<file path="config.mk">
export PLATFORM = sky130hd
export DESIGN_NAME = fm_duty_mod
export DESIGN_NICKNAME = d
export VERILOG_FILES = /design/src/rtl/fm_duty_mod.sv
export SDC_FILE = /design/constraint.sdc
export NUM_CORES = 1
export LEC_CHECK = 0
export ABC_CLOCK_PERIOD_IN_PS = 5200
export BUFFER_PORTS_ARGS = -buffer_cell sky130_fd_sc_hd__buf_2
export CORE_UTILIZATION = 30
export DETAILED_ROUTE_END_ITERATION = 16
export SETUP_SLACK_MARGIN = 0.2
export SYNTH_ARGS = -nofsm -noshare
export SYNTH_HDL_FRONTEND = slang
export SYNTH_SLANG_ARGS = --single-unit
</file>
<file path="constraint.sdc">
create_clock -name clk -period 5.2 [get_ports clk]
set_input_delay 0.52 -clock clk [delete_from_list [all_inputs] [get_ports clk]]
set_output_delay 0.52 -clock clk [all_outputs]
set_load 0.01 [all_outputs]
</file>
<file path="src/rtl/fm_duty_mod.sv">
module fm_duty_mod #(
  parameter int WIN_LOG2 = 10,
  parameter int TW_W     = 32,
  parameter int GAIN_W   = 8
) (
  input  logic              clk,
  input  logic              rst,
  input  logic              audio_pwm_i,
  input  logic [TW_W-1:0]   carrier_i,
  input  logic [GAIN_W-1:0] gain_i,
  input  logic              shape_tri_i,
  output logic [TW_W-1:0]   word_o,
  output logic              word_stb_o
);
  localparam int N     = 1 << WIN_LOG2;
  localparam int HALF  = N / 2;
  localparam int ACC_W = 2 * WIN_LOG2;
  localparam int AUD_W = WIN_LOG2 + 1;
  localparam int BIT_W = (GAIN_W > 1) ? $clog2(GAIN_W) : 1;
  localparam logic [WIN_LOG2-1:0] MID  = WIN_LOG2'(HALF - 1);
  localparam logic [BIT_W-1:0]    LAST_BIT = BIT_W'(GAIN_W - 1);

  logic [WIN_LOG2-1:0] cnt;
  logic [WIN_LOG2-2:0] wt;
  logic                mode_q;
  logic [ACC_W-1:0]    acc;
  logic                busy;
  logic [BIT_W-1:0]    mbit;
  logic [GAIN_W-1:0]   gsh;
  logic [TW_W-1:0]     addend;
  logic [TW_W-1:0]     prod;

  wire first    = (cnt == '0);
  wire last     = (cnt == '1);
  wire mode_eff = first ? shape_tri_i : mode_q;

  wire [ACC_W-1:0] add     = !audio_pwm_i ? '0 : (mode_eff ? ACC_W'(wt) : ACC_W'(1));
  wire [ACC_W-1:0] acc_sum = (first ? '0 : acc) + add;

  wire [AUD_W-1:0] lvl_rect = AUD_W'(acc_sum) - AUD_W'(HALF);
  wire [AUD_W-1:0] lvl_tri  = AUD_W'(acc_sum >> (WIN_LOG2 - 2)) - AUD_W'(HALF - 1);
  wire [AUD_W-1:0] lvl      = mode_eff ? lvl_tri : lvl_rect;

  wire [TW_W-1:0] prod_nxt = prod + (gsh[0] ? addend : '0);

  always_ff @(posedge clk) begin
    if (rst) begin
      cnt    <= '0;
      wt     <= '0;
      mode_q <= 1'b0;
      acc    <= '0;
    end else begin
      cnt <= cnt + 1'b1;
      acc <= acc_sum;
      if (first) mode_q <= shape_tri_i;
      if (last)                            wt <= '0;
      else if (!cnt[WIN_LOG2-1] && cnt != MID) wt <= wt + 1'b1;
      else if (cnt != MID)                 wt <= wt - 1'b1;
    end
  end

  always_ff @(posedge clk) begin
    if (rst) begin
      busy       <= 1'b0;
      mbit       <= '0;
      gsh        <= '0;
      addend     <= '0;
      prod       <= '0;
      word_o     <= '0;
      word_stb_o <= 1'b0;
    end else begin
      word_stb_o <= 1'b0;
      if (last) begin
        busy   <= 1'b1;
        mbit   <= '0;
        gsh    <= gain_i;
        addend <= TW_W'($signed(lvl));
        prod   <= carrier_i;
      end else if (busy) begin
        prod   <= prod_nxt;
        addend <= addend << 1;
        gsh    <= gsh >> 1;
        mbit   <= mbit + 1'b1;
        if (mbit == LAST_BIT) begin
          busy       <= 1'b0;
          word_o     <= prod_nxt;
          word_stb_o <= 1'b1;
        end
      end
    end
  end

  p_stb_single_r2: assert property (@(posedge clk) disable iff (rst)
    word_stb_o |=> !word_stb_o);

  p_stb_phase_r2: assert property (@(posedge clk) disable iff (rst)
    word_stb_o |-> (int'(cnt) == GAIN_W));

  p_hold_r8: assert property (@(posedge clk) disable iff (rst)
    !word_stb_o |-> $stable(word_o));

  p_mode_fixed_r5: assert property (@(posedge clk) disable iff (rst)
    (cnt > 1) |-> $stable(mode_q));

  p_wt_zero_r4: assert property (@(posedge clk) disable iff (rst)
    first |-> (wt == '0));

  p_rect_bound_r3: assert property (@(posedge clk) disable iff (rst)
    (!mode_q && !first) |-> (acc <= ACC_W'(cnt)));
endmodule

</file>
; ---- Yosys cells after proc, flatten, opt, wreduce, memory -nomap -nowiden
; Cells that the tools add are included.
[totals]
register_bits = 149
in_bits = 44
output_inout_bits = 33
word_cells = 50
[op_classes]
n_addsub = 8
n_eq_ne = 3
muxes = 18
bitwise = 2
reduce_logical = 8
[ops]
columns = operator, n
row1 = $mux W32, 5
row2 = $mux W9, 4
row3 = $add A32 B32 Y32, 1
row4 = $add A20 B9 Y20, 1
row5 = $mux W20, 1
row6 = $mux W8, 2
row7 = $mux W11, 1
row8 = $sub A11 B10 Y11 const B, 1
row9 = $sub A11 B9 Y11 const B, 1
row10 = $add A10 B1 Y10 const B, 1
row11 = $eq A10 B10 Y1 const B, 1
row12 = $logic_not A10 Y1, 1
row13 = $ne A10 B9 Y1 const B, 1
row14 = $add A9 B1 Y9 const B, 1
row15 = $sub A9 B1 Y9 const B, 1
row16 = $mux W1, 5
row17 = $reduce_bool A2 Y1, 2
row18 = $add A3 B1 Y3 const B, 1
row19 = $eq A3 B3 Y1 const B, 1
row20 = $reduce_and A3 Y1, 1
row21 = $reduce_or A3 Y1, 1
row22 = $not A1 Y1, 2
row23 = $reduce_or A2 Y1, 1
row24 = $logic_and A1 B1 Y1, 1
row25 = $logic_not A1 Y1, 1

; ---- Longest topological paths before layout
[depth]
word_depth = 8
ltp_mapped = 25

; ---- Worst setup path before layout
; No wires, ideal clock.
[synth_path]
path_kind = flip-flop to flip-flop
startpoint = register cnt[0]
endpoint = register addend[21]
arrival_ns = 4.733
slack_ns = 0.331
stages_incl_launch_ff = 26
path_buffers = 3
synth_period_minus_slack_ns = 4.869
path_cell_list = dfxtp_1 > inv_1 > ha_1 > nor2b_1 > and4_1 > clkbuf_1 > nand2_1 > nand2_1 > clkbuf_1 > and3_1 > ha_1 > a211oi_1 > o21a_1 > nor2_1 > o21ai_0 > nand2b_1 > a21oi_1 > xor2_1 > ha_1 > inv_1 > a2111oi_4 > nand3b_2 > o21a_1 > o311ai_4 > buf_6 > o21ai_2
[synth_via]
elab_chain_cells = 8
elab_cells_between_ends = 12
classes_between = 3 x add/sub / 1 x eq/ne / 6 x mux / 2 x reduce/logical
[synth_lines]
columns = element, line
row1 = start: declaration, 23  ; logic [WIN_LOG2-1:0] cnt;
row2 = start signal: assignment, 53  ; cnt <= cnt + 1'b1;
row3 = $logic_not A10 Y1 (*), 33  ; wire first = (cnt == '0);
row4 = $mux W1, --
row5 = $mux W9 (2 in a row), 37  ; wire [ACC_W-1:0] add = !audio_pwm_i ? '0 : (mode_eff ? ACC_W'(wt) : ACC_W'(1));
row6 = $add A20 B9 Y20 (*), 38  ; wire [ACC_W-1:0] acc_sum = (first ? '0 : acc) + add;
row7 = named net acc_sum[9], 38
row8 = $sub A11 B10 Y11 or $sub A11 B9 Y11 (tied branches), "40, 41"
row9 = $mux W11 (*), 42  ; wire [AUD_W-1:0] lvl = mode_eff ? lvl_tri : lvl_rect;
row10 = $mux W32 (*), 73  ; if (last) begin
row11 = end signal: assignment, 77  ; addend <= TW_W'($signed(lvl));
row12 = end signal: assignment, 81  ; addend <= addend << 1;
row13 = end: declaration, 30  ; logic [TW_W-1:0] addend;
; The timed path passes the listed nets; every way through them passes the cells marked *.
; A chain may end at the register's enable or synchronous reset.

; ---- Final worst setup path
[layout_path]
startpoint = register cnt[0]
endpoint = register addend[23]
; The elaborated chain is that of the path after synthesis.

==> flow_metrics.py <==
metrics = {
    "placement": {
        "gp_congestion": 0.854,
        "post_dp_cell_area_mm2": 0.00965,
        "hpwl_um": 16100,
        "io_buffers": 76,
        "preCtsSetupSlack_ns": 0.196,
    },
    "yosys": {
        "avgSynthCellArea_um2": 8.40,
        "synth_area_leaders": "dfxtp_1 (33%), ha_1 (7.5%), mux2i_1 (6.4%), a21oi_1 (5.3%), a211oi_1 (4.4%)",
        "yosysWarnings": 0,
        "synth.distinct_cells": 67,
        "ys_seq_elements": 148,
        "synth_ff_type": "dfxtp_1",
        "netlist_area_mm2": 0.00890,
        "yosysTopAreaCellShare_pct": 33.3,
        "async_reset_ff_share_pct": 0,
        "synth_edf_count": 0,
        "yosys.area.top_type": "dfxtp_1",
        "postSynthCellCount": 1059,
        "synth_nets": 1159,
        "ys_seq_area_share_pct": 33.3,
    },
    "timing": {
        "max_freq_mhz": 209,
        "period_share_pct": 92.2,
        "fin_ws_ns": 0.406,
        "rsz0062_at_grt": "no",
        "hold_viol": 0,
        "relSlewSlack_pct": 39.8,
        "whs_ns": 0.338,
        "fin_skew_ns": 0.0113,
        "finalSetupTns_ns": 0,
        "worst_pin_slew_ns": 0.900,
        "post-route-min-period_ns": 4.79,
        "slew_violations": 0,
        "setup_viol": 0,
    },
    "detailed_routing": {
        "drt.antenna.violating_nets": 0,
        "via_per_inst": 5.01,
        "vias": 7570,
        "dr.first_iter.drc_count": 469,
        "finalWirelength_um": 22500,
        "route.detailed.drc": 0,
        "dr.pass1.iters": 5,
        "routedWlPerCell_um": 14.9,
    },
    "pwr": {
        "vdd_drop_max_mv": 0.216,
        "power.share.clock_pct": 49.7,
        "switching_share_pct": 22.2,
        "p_switching_mw": 0.550,
        "combPwrFrac_pct": 4.1,
        "power_leakage_nw": 4.21,
        "p_int_mw": 1.93,
        "seq_power_share_pct": 46.2,
        "power_density_mw_per_mm2": 240,
    },
    "setup_path": {
        "start_kind": "flop",
        "crit_path_frequent_cell": "ha_1",
        "cp_num_buf_inv": 4,
        "crit_type": "flop to flop",
        "critical-path-max-stage-delay_ns": 0.42,
        "critical_path.max_fanout": 11,
        "ff2ff_setup_slack_ns": 0.41,
        "cp.arrival_ns": 5.11,
        "path_cells": "inv_1, ha_1, nor2b_1, nand4_1, buf_4, mux2i_1, o21a_1, ha_1, fa_2, a211oi_2, o21ai_1, a31oi_2, xnor2_2, ha_1, inv_1, a2111oi_4, nand3b_4, o21a_1, o311ai_4, clkbuf_16, o21ai_2",
        "crit_family": "compound AO/OA/AOI/OAI gates",
        "reg2regPathDepth": 21,
        "cp-end-kind": "flop",
        "timing.rr.end": "addend[23]$_SDFFE_PP0P_",
        "r2r_start": "cnt[0]$_SDFF_PP0_",
        "crit_required_ns": 5.51,
        "cp_slowest_cell": "o311ai_4",
    },
    "clock_tree": {
        "postCtsHoldBufs": 0,
        "clock_latency_ns": 0.43,
        "clock-sinks": 148,
        "cts_root_buf": "clkbuf_16",
        "clk_pin_slew_ns": 0.06,
        "cts_tree": "built",
        "cts_made_buffers": 17,
        "ctsLongestPathBuffers": 2,
        "htree_num_levels": 4,
    },
    "grt": {
        "grt.overflow.total": 0,
        "grt_pass1_vias": 7442,
        "grt_max_degree": 64,
        "grtUsageTotal_pct": 15.0,
        "grt_pass1_wl_um": 37000,
        "antenna_found_initial": 0,
    },
    "final_layout": {
        "final_common_cell": "dfxtp_1",
        "antenna_cells": 0,
        "stdcell_area_mm2": 0.0104,
        "final_layout_size_suffix_gt1_share_pct": 15.2,
        "fin_nets": 1215,
        "area_growth_pct": 16.4,
        "most-common-layout-cells": "dfxtp_1 (147), nand2_1 (100), nor2_1 (97)",
        "finalCoreUtilization_pct": 35.8,
    },
    "floorplanning": {
        "initial_core_util_pct": 30.8,
        "fp.dieH_um": 174,
        "core_area_mm2": 0.0289,
        "row_count": 62,
        "die_x_um": 174,
        "die_area_mm2": 0.0304,
        "ioPinCount": 77,
    },
    "min_path": {
        "hp-start": "gain_i[7]",
        "min_path_type": "input pin to flop",
        "min_to": "gsh[7]$_SDFFE_PP0P_",
        "holdPathStages": 3,
    },
    "status": {
        "status": "complete, no violations",
    },
    "flow_run": {
        "drv_cap": 0,
    },
}
-- final cells by class --
cell class,instances,area (um^2)
inverter,17,63.8
sequential,148,2970
clock inverter,7,97.6
clock buffer,23,488
fill,2985,18600
timing repair buffer,97,571
tap,384,480
multi-input combinational,834,5690
-- worst max path at each step --
stage / endpoint / slack (ns) / cells after the start / startpoint
finish: addend[23]$_SDFFE_PP0P_ / 0.41 / 21 / cnt[0]$_SDFF_PP0_
global route: addend[31]$_SDFFE_PP0P_ / 0.15 / 24 / cnt[0]$_SDFF_PP0_
CTS: addend[31]$_SDFFE_PP0P_ / 0.25 / 21 / cnt[0]$_SDFF_PP0_
detailed placement: addend[31]$_SDFFE_PP0P_ / 0.20 / 21 / cnt[0]$_SDFF_PP0_
global placement: addend[10]$_SDFFE_PP0P_ / 0.35 / 21 / cnt[0]$_SDFF_PP0_
floorplan: addend[21]$_SDFFE_PP0P_ / 0.33 / 25 / cnt[0]$_SDFF_PP0_
-- worst reg2reg max path: cells and delay by family (launching register included) --
family	cells	cell delay, ns
compound gates	8	1.94
xor+xnor	1	0.18
fa+ha+maj	4	1.01
buf+inv	4	0.60
flops	1	0.34
mux	1	0.13
simple gates	3	0.49
-- kinds of logic (layout without fill, tap and decap cells) --
family                     count (synthesis)  after routing  synth area share, %
buffers and inverters                     77            144                 3.43
DFF                                      148            148                 33.3
xor gates and xnor gates                  58             58                 5.71
adders and majority gates                 56             56                 8.13
muxes                                     60             60                 6.79
AOI/OAI and AO/OA                        287            287                 21.8
and+or+nand+nor                          373            373                 20.9
-- what timing repair did --
| action | CTS | global route |
|---|---|---|
| setup buffers | 0 | 3 |
| setup endpoints to repair | 2 | 24 |
| gates cloned | 0 | 1 |
| pin swaps | 0 | 5 |
| resized for setup | 1 | 13 |
| hold endpoints to repair | 0 | 0 |
-- routing by layer --
metal / routed length [um] / GRT usage [%] / vias up
met4: 588 / 6.62 / 0
met2: 10100 / 23.7 / 143
li1: - / - / 3898
met3: 1020 / 3.28 / 33
met1: 10700 / 19.5 / 3496
met5: 0 / 0 / -
-- flip-flops by register name, indices dropped and copies added, names as in the netlist --
signal	count
acc	19
addend	32
busy	1
cnt	10
gsh	8
mbit	3
mode_q	1
prod	32
word_o	32
word_stb_o	1
wt	9
-- metrics by stage --
step,cells,power (mW)
after global placement,1476,1.27
after detailed placement,1476,1.27
after CTS,1506,2.51
after global routing,1510,2.57
after floorplan,1059,1.22
final,1510,2.48
-- synthesized netlist by cell type, drive strengths merged, types with 3 or more instances --
| master | count |
|---|---|
| or3 | 8 |
| mux2i | 57 |
| nor2b | 15 |
| nor4 | 4 |
| or2 | 4 |
| o31ai | 5 |
| nand3b | 15 |
| nand4 | 3 |
| and3 | 16 |
| fa | 3 |
| and2 | 45 |
| nor3b | 7 |
| buf | 11 |
| o211ai | 8 |
| dfxtp | 148 |
| a211oi | 52 |
| xnor2 | 33 |
| a221oi | 3 |
| nand2b | 11 |
| o21bai | 7 |
| o21a | 13 |
| a311oi | 4 |
| inv | 17 |
| ha | 53 |
| mux2 | 3 |
| a21oi | 95 |
| nand3 | 17 |
| xor2 | 25 |
| clkbuf | 49 |
| and4 | 3 |
| nor3 | 20 |
| a31oi | 6 |
| nor2 | 97 |
| a21o | 22 |
| o21ai | 51 |
| nand2 | 101 |
| a211o | 4 |
-- power by group through the flow --
| stage | Combinational, mW | Sequential (mW) | Clock [mW] |
|---|---|---|---|
| 2_1_floorplan | 0.0552 | 1.17 | 0 |
| 3_3_place_gp | 0.0989 | 1.17 | 0 |
| 3_5_place_dp | 0.100 | 1.17 | 0 |
| 4_1_cts | 0.101 | 1.15 | 1.26 |
| 5_1_grt | 0.112 | 1.15 | 1.31 |
| 6_report | 0.101 | 1.15 | 1.23 |
No activity file was read; power rests on OpenSTA's default activity.
